`src/rtl/pterm_share_pkg.sv`:
```
package pterm_share_pkg;
  // Default geometry of the sharing array
  localparam int DEF_CLUSTERS = 32;
  localparam int DEF_TERMS_PER_CLUSTER = 5;
  localparam int DEF_MAX_SPAN = 7;

  // Distance walked forward from start to reach cluster idx, modulo the ring size
  function automatic int ringOffset(input int idx, input int start, input int ringSize);
    return (idx + ringSize - (start % ringSize)) % ringSize;
  endfunction
endpackage

```
`src/rtl/pterm_share_ctrl.sv`:
```
module pterm_share_ctrl #(
  parameter int NUM_CLUSTERS = 32,
  parameter int MAX_SPAN = 7,
  parameter int IDX_W = 5,
  parameter int CNT_W = 3
) (
  input  logic                              clk,
  input  logic                              rstN,
  input  logic [NUM_CLUSTERS*IDX_W-1:0]     cfgStart,
  input  logic [NUM_CLUSTERS*CNT_W-1:0]     cfgCount,
  input  logic [NUM_CLUSTERS-1:0]           cfgBypass,
  output logic [NUM_CLUSTERS-1:0][NUM_CLUSTERS-1:0] selMask,
  output logic                              conflict
);
  import pterm_share_pkg::*;

  localparam int CLAIM_W = $clog2(NUM_CLUSTERS + 1);

  logic [NUM_CLUSTERS-1:0][CLAIM_W-1:0] claimCount;
  logic [NUM_CLUSTERS-1:0] overClaimed;

  // Per-output cluster selection
  always_comb begin
    for (int o = 0; o < NUM_CLUSTERS; o++) begin
      int startIdx;
      int span;
      startIdx = int'(cfgStart[o*IDX_W +: IDX_W]);
      span = int'(cfgCount[o*CNT_W +: CNT_W]);
      if (span > MAX_SPAN) span = MAX_SPAN;
      for (int c = 0; c < NUM_CLUSTERS; c++) begin
        if (cfgBypass[o]) selMask[o][c] = (c == o);
        else selMask[o][c] = (ringOffset(c, startIdx, NUM_CLUSTERS) < span);
      end
    end
  end

  // Count how many outputs claim each cluster
  always_comb begin
    for (int c = 0; c < NUM_CLUSTERS; c++) begin
      claimCount[c] = '0;
      for (int o = 0; o < NUM_CLUSTERS; o++)
        claimCount[c] = claimCount[c] + CLAIM_W'(selMask[o][c]);
      overClaimed[c] = (claimCount[c] > CLAIM_W'(1));
    end
  end

  assign conflict = |overClaimed;

  generate
    for (genvar o = 0; o < NUM_CLUSTERS; o++) begin : g_spanChk

      span_limit_chk: assert property (@(posedge clk) disable iff (!rstN)
        $countones(selMask[o]) <= MAX_SPAN);

      bypass_single_chk: assert property (@(posedge clk) disable iff (!rstN)
        cfgBypass[o] |-> ($countones(selMask[o]) == 1 && selMask[o][o]));
    end
  endgenerate
endmodule

```
`src/rtl/pterm_share_datapath.sv`:
```
module pterm_share_datapath #(
  parameter int NUM_CLUSTERS = 32,
  parameter int TERMS_PER_CLUSTER = 5
) (
  input  logic                                      clk,
  input  logic                                      rstN,
  input  logic [NUM_CLUSTERS*TERMS_PER_CLUSTER-1:0] pTerms,
  input  logic [NUM_CLUSTERS-1:0][NUM_CLUSTERS-1:0] selMask,
  output logic [NUM_CLUSTERS-1:0]                   rawSum
);
  logic [NUM_CLUSTERS-1:0] clusterOr;

  generate
    for (genvar c = 0; c < NUM_CLUSTERS; c++) begin : g_cluster
      assign clusterOr[c] = |pTerms[c*TERMS_PER_CLUSTER +: TERMS_PER_CLUSTER];
    end
    for (genvar o = 0; o < NUM_CLUSTERS; o++) begin : g_out
      assign rawSum[o] = |(selMask[o] & clusterOr);

      empty_out_zero_chk: assert property (@(posedge clk) disable iff (!rstN)
        (selMask[o] == '0) |-> !rawSum[o]);
    end
  endgenerate
endmodule

```
`src/rtl/pterm_share_outreg.sv`:
```
module pterm_share_outreg #(
  parameter int WIDTH = 33,
  parameter bit REG_OUT = 1'b1
) (
  input  logic             clk,
  input  logic             rstN,
  input  logic [WIDTH-1:0] dIn,
  output logic [WIDTH-1:0] qOut
);
  generate
    if (REG_OUT) begin : g_reg
      always_ff @(posedge clk) begin
        if (!rstN) qOut <= '0;
        else qOut <= dIn;
      end

      reg_follow_chk: assert property (@(posedge clk) disable iff (!rstN)
        $past(rstN) |-> (qOut == $past(dIn)));
    end else begin : g_wire
      assign qOut = dIn;
    end
  endgenerate
endmodule

```
`src/rtl/pterm_share_array.sv`:
```
module pterm_share_array #(
  parameter int NUM_CLUSTERS = pterm_share_pkg::DEF_CLUSTERS,
  parameter int TERMS_PER_CLUSTER = pterm_share_pkg::DEF_TERMS_PER_CLUSTER,
  parameter int MAX_SPAN = pterm_share_pkg::DEF_MAX_SPAN,
  parameter bit REG_OUT = 1'b1,
  localparam int IDX_W = $clog2(NUM_CLUSTERS),
  localparam int CNT_W = $clog2(MAX_SPAN + 1),
  localparam int TERM_W = NUM_CLUSTERS * TERMS_PER_CLUSTER
) (
  input  logic                          clk,
  input  logic                          rstN,
  input  logic [TERM_W-1:0]             pTerms,
  input  logic [NUM_CLUSTERS*IDX_W-1:0] cfgStart,
  input  logic [NUM_CLUSTERS*CNT_W-1:0] cfgCount,
  input  logic [NUM_CLUSTERS-1:0]       cfgBypass,
  output logic [NUM_CLUSTERS-1:0]       sumOut,
  output logic                          cfgError
);
  logic [NUM_CLUSTERS-1:0][NUM_CLUSTERS-1:0] selMask;
  logic                    conflict;
  logic [NUM_CLUSTERS-1:0] rawSum;

  pterm_share_ctrl #(
    .NUM_CLUSTERS(NUM_CLUSTERS), .MAX_SPAN(MAX_SPAN), .IDX_W(IDX_W), .CNT_W(CNT_W)
  ) ctrl_i (
    .clk(clk), .rstN(rstN), .cfgStart(cfgStart), .cfgCount(cfgCount),
    .cfgBypass(cfgBypass), .selMask(selMask), .conflict(conflict)
  );

  pterm_share_datapath #(
    .NUM_CLUSTERS(NUM_CLUSTERS), .TERMS_PER_CLUSTER(TERMS_PER_CLUSTER)
  ) dp_i (
    .clk(clk), .rstN(rstN), .pTerms(pTerms), .selMask(selMask), .rawSum(rawSum)
  );

  pterm_share_outreg #(
    .WIDTH(NUM_CLUSTERS + 1), .REG_OUT(REG_OUT)
  ) oreg_i (
    .clk(clk), .rstN(rstN), .dIn({conflict, rawSum}), .qOut({cfgError, sumOut})
  );

  generate
    for (genvar o = 0; o < NUM_CLUSTERS; o++) begin : g_bypChk

      bypass_path_chk: assert property (@(posedge clk) disable iff (!rstN)
        cfgBypass[o] |-> (rawSum[o] == |pTerms[o*TERMS_PER_CLUSTER +: TERMS_PER_CLUSTER]));
    end
  endgenerate
endmodule

```
`config.mk`:
```
export PLATFORM = sky130hd
export DESIGN_NAME = pterm_share_array
export DESIGN_NICKNAME = d
export VERILOG_FILES = /design/src/rtl/pterm_share_pkg.sv /design/src/rtl/pterm_share_ctrl.sv /design/src/rtl/pterm_share_datapath.sv /design/src/rtl/pterm_share_outreg.sv /design/src/rtl/pterm_share_array.sv
export SDC_FILE = /design/constraint.sdc
export NUM_CORES = 2
export LEC_CHECK = 0
export BUFFER_PORTS_ARGS = -buffer_cell sky130_fd_sc_hd__buf_2
export CELL_PAD_IN_SITES_DETAIL_PLACEMENT = 0
export CELL_PAD_IN_SITES_GLOBAL_PLACEMENT = 2
export CORE_MARGIN = 5
export CORE_UTILIZATION = 35
export CTS_CLUSTER_DIAMETER = 40
export DETAILED_ROUTE_END_ITERATION = 10
export PLACE_DENSITY_LB_ADDON = 0.1
export SYNTH_ARGS = -nofsm -noshare
export SYNTH_HDL_FRONTEND = slang
export SYNTH_SLANG_ARGS = --single-unit
```
`constraint.sdc`:
```
create_clock -name clk -period 12.5 [get_ports clk]
set_input_delay 1.25 -clock clk [delete_from_list [all_inputs] [get_ports clk]]
set_output_delay 1.25 -clock clk [all_outputs]
set_load 0.01 [all_outputs]
```
==> impl_metrics.tcl <==
set metrics [dict create \
    status "finished clean" \
    drt_wl_total_mm 411 \
    start_kind "input pin" \
    maxSlewHeadroom_pct 6.22 \
    ctsResizeCount 0 \
    numPlacedInstances 11200 \
    syn-instance-count 8412 \
    grt_pass1_vias 62400 \
    hpwl_mm 345 \
    maxCapViolCount 0 \
    path_class "in2reg" \
    ant_nets 0 \
    grt_usage_pct 40.1 \
    synth_nets 10700 \
    ys.flop_type "dfxtp_1" \
    cts_buffers 5 \
    post_layout_nonfiller_instances 11300 \
    fin_area_um2 71400 \
    antenna_found_initial 55 \
    syn_area_um2 65700 \
    grt_setup_unrepaired "false" \
    drive_gt1_share_pct 8.12 \
    syn_area_per_cell_um2 7.82 \
    hp-start "rstN" \
    synth-seq-cells 33 \
    tightestPinTransition_ns 1.39 \
    hold_slack_ns 1.41 \
    holdPathStages 3 \
    place_area_um2 71100 \
    io_pins 483 \
    end_kind "register" \
    ys_types 81 \
    crit_path_start "cfgStart[6]" \
    io_buffers 482 \
    clock.fmax_mhz 107 \
    regMostFlops "oreg_i.qOut" \
    overflow 0 \
    fillers 20000 \
    routedWlPerCell_um 36.4 \
    crit_fanout 9 \
    post_cts_buffers 0 \
    gp_congestion 1.13 \
    nNetsFinal 11000 \
    clk_pin_slew_ns 0.12 \
    htree_levels 2 \
    setup-tns-final_ns 0 \
    synth_edf_count 0 \
    cts_root_buf "clkbuf_16" \
    rows 159 \
    grt_pass1_wl_mm 540 \
    core-area_um2 187000 \
    hold_viol_final 0 \
    vias 65800 \
    reg.largest.list "oreg_i.qOut x33" \
    yosysSeqAreaShare_pct 1.00 \
    leakagePower_nw 34.7 \
    ir_drop_mv 0.100 \
    areaGrowthSynthToFinish_pct 8.63 \
    pwr_density_cell_nw_per_um2 108 \
    period_minus_slack_ns 9.37 \
    grt_max_degree 24 \
    setup_viol 0 \
    hold_class "in2reg" \
    cts_tree "built" \
    dr.pass1.iters 6 \
    drc 0 \
    async_reset_ff_share_pct 0 \
    dieArea_um2 197000 \
    hold_buffers 0 \
    die_h_um 443 \
    largest_reg_flops 33 \
    fin_util_pct 38.1 \
    fp.dieW_um 443 \
    worstHoldEndpoint "oreg_i.qOut[32]" \
    via_per_inst 5.82 \
    initial_core_util_pct 35.1 \
    slew_violations 0 \
    clock_sinks 33 \
    required_ns 12.84 \
    drtIter0Drc 8465 \
    clockBufferDepth 2 \
    post-route-period-util_pct 74.9 \
    crit_arrival_ns 9.71 \
    yosysWarnings 0 \
]
[per-layer routing]
metal / wire, µm / vias to the layer above / track usage [%]
met5: 208 / - / 0
met4: 35600 / 32 / 28.6
met3: 38700 / 1006 / 8.75
met2: 173000 / 3986 / 59.5
met1: 164000 / 32300 / 51.6
li1: - / 28500 / -
[worst max-delay path by stage]
stage	to	slack (ns)	cells past startpoint
2_1_floorplan	oreg_i.qOut[32]	4.43	23
4_1_cts	oreg_i.qOut[32]	3.39	22
5_1_grt	oreg_i.qOut[32]	2.84	24
3_3_place_gp	oreg_i.qOut[32]	2.82	24
3_5_place_dp	oreg_i.qOut[32]	2.92	22
6_report	oreg_i.qOut[32]	3.13	24
[cell usage after synthesis, drive strengths merged, types with 13 or more instances]
master,n,area (µm²)
and2,53,332
a31oi,31,194
dfxtp,33,661
or2,41,257
a21o,48,360
or4,13,97.6
a21boi,90,676
o41a,19,214
nand3b,25,188
and3,60,375
fa,768,15400
nor2,643,2410
nor3b,28,210
inv,1327,4980
nand2,704,2640
nor4b,44,385
o21ai,323,1620
o31ai,31,233
mux2i,165,1650
nand4,81,507
buf,68,304
a211oi,71,533
clkbuf,169,634
a21oi,408,2050
nor2b,227,1420
o2111ai,19,166
nor3,120,601
ha,1063,13300
nand3,139,696
clkinv,29,109
a22o,16,140
nor4,57,357
o211a,13,130
a22oi,52,390
xor2,98,858
o211ai,60,450
or3,140,876
a2111oi,39,342
xnor2,615,5390
o22ai,40,250
nand2b,215,1350
nand4b,19,166
o21a,15,113
a211o,39,342
[kinds of logic after synthesis]
| family | count (synthesis) | share of synthesized area [%] |
|---|---|---|
| xor+xnor | 713 | 9.50 |
| fa+ha+maj | 1831 | 43.6 |
| mux | 170 | 2.60 |
| buf+inv | 1593 | 9.17 |
| simple gates | 2638 | 20.0 |
| compound gates | 1434 | 14.1 |
| flops | 33 | 1.00 |
[report_power, final]
group | total [mW] | internal, mW | switching [mW]
logic | 7.35 | 2.61 | 4.74
clock network | 0.221 | 0.0870 | 0.134
registers | 0.119 | 0.116 | 0.00284
[critical path, cell delays in order]
cell	delay, ns
buf_2	0.19
inv_1	0.17
ha_1	0.34
inv_1	0.05
ha_1	0.27
a21oi_1	0.25
nor2b_1	0.10
nor3_1	0.67
and3_1	0.27
ha_1	0.23
inv_1	0.08
fa_1	0.47
fa_1	0.57
fa_1	0.57
fa_1	0.57
fa_1	0.53
fa_1	0.52
fa_1	0.48
fa_1	0.52
nor4b_1	0.79
nand4_1	0.16
nor4_1	0.33
nand4_1	0.13
o21a_1	0.19
[cell type report]
class | instances | area, µm² | share of cell area, %
Tap cell | 2495 | 3120 | 4.37
Timing Repair Buffer | 576 | 3120 | 4.37
Antenna cell | 46 | 115 | 0.161
Clock buffer | 7 | 153 | 0.214
Clock inverter | 1 | 5.00 | 0.00701
Sequential cell | 33 | 661 | 0.925
Multi-Input combinational cell | 6786 | 59200 | 82.8
Inverter | 1356 | 5090 | 7.13
[per-stage QoR]
stage / worst slack (ns) / total power, mW
after floorplan: 4.43 / 4.25
after global placement: 2.82 / 7.20
after detailed placement: 2.92 / 7.24
after CTS: 3.39 / 7.52
after global routing: 2.84 / 8.10
final: 3.13 / 7.69
[cells in the final DEF (no fill, tap or decap), types with 140 or more instances in the layout]
master,count
nor2b_1,224
inv_1,1311
nor2_1,642
fa_1,768
o21ai_0,323
buf_2,482
or3_1,140
nand2_1,690
ha_1,1063
nand2b_1,213
a21oi_1,407
xnor2_1,615
mux2i_1,165
Note: power is estimated with default switching activity, not from simulation.
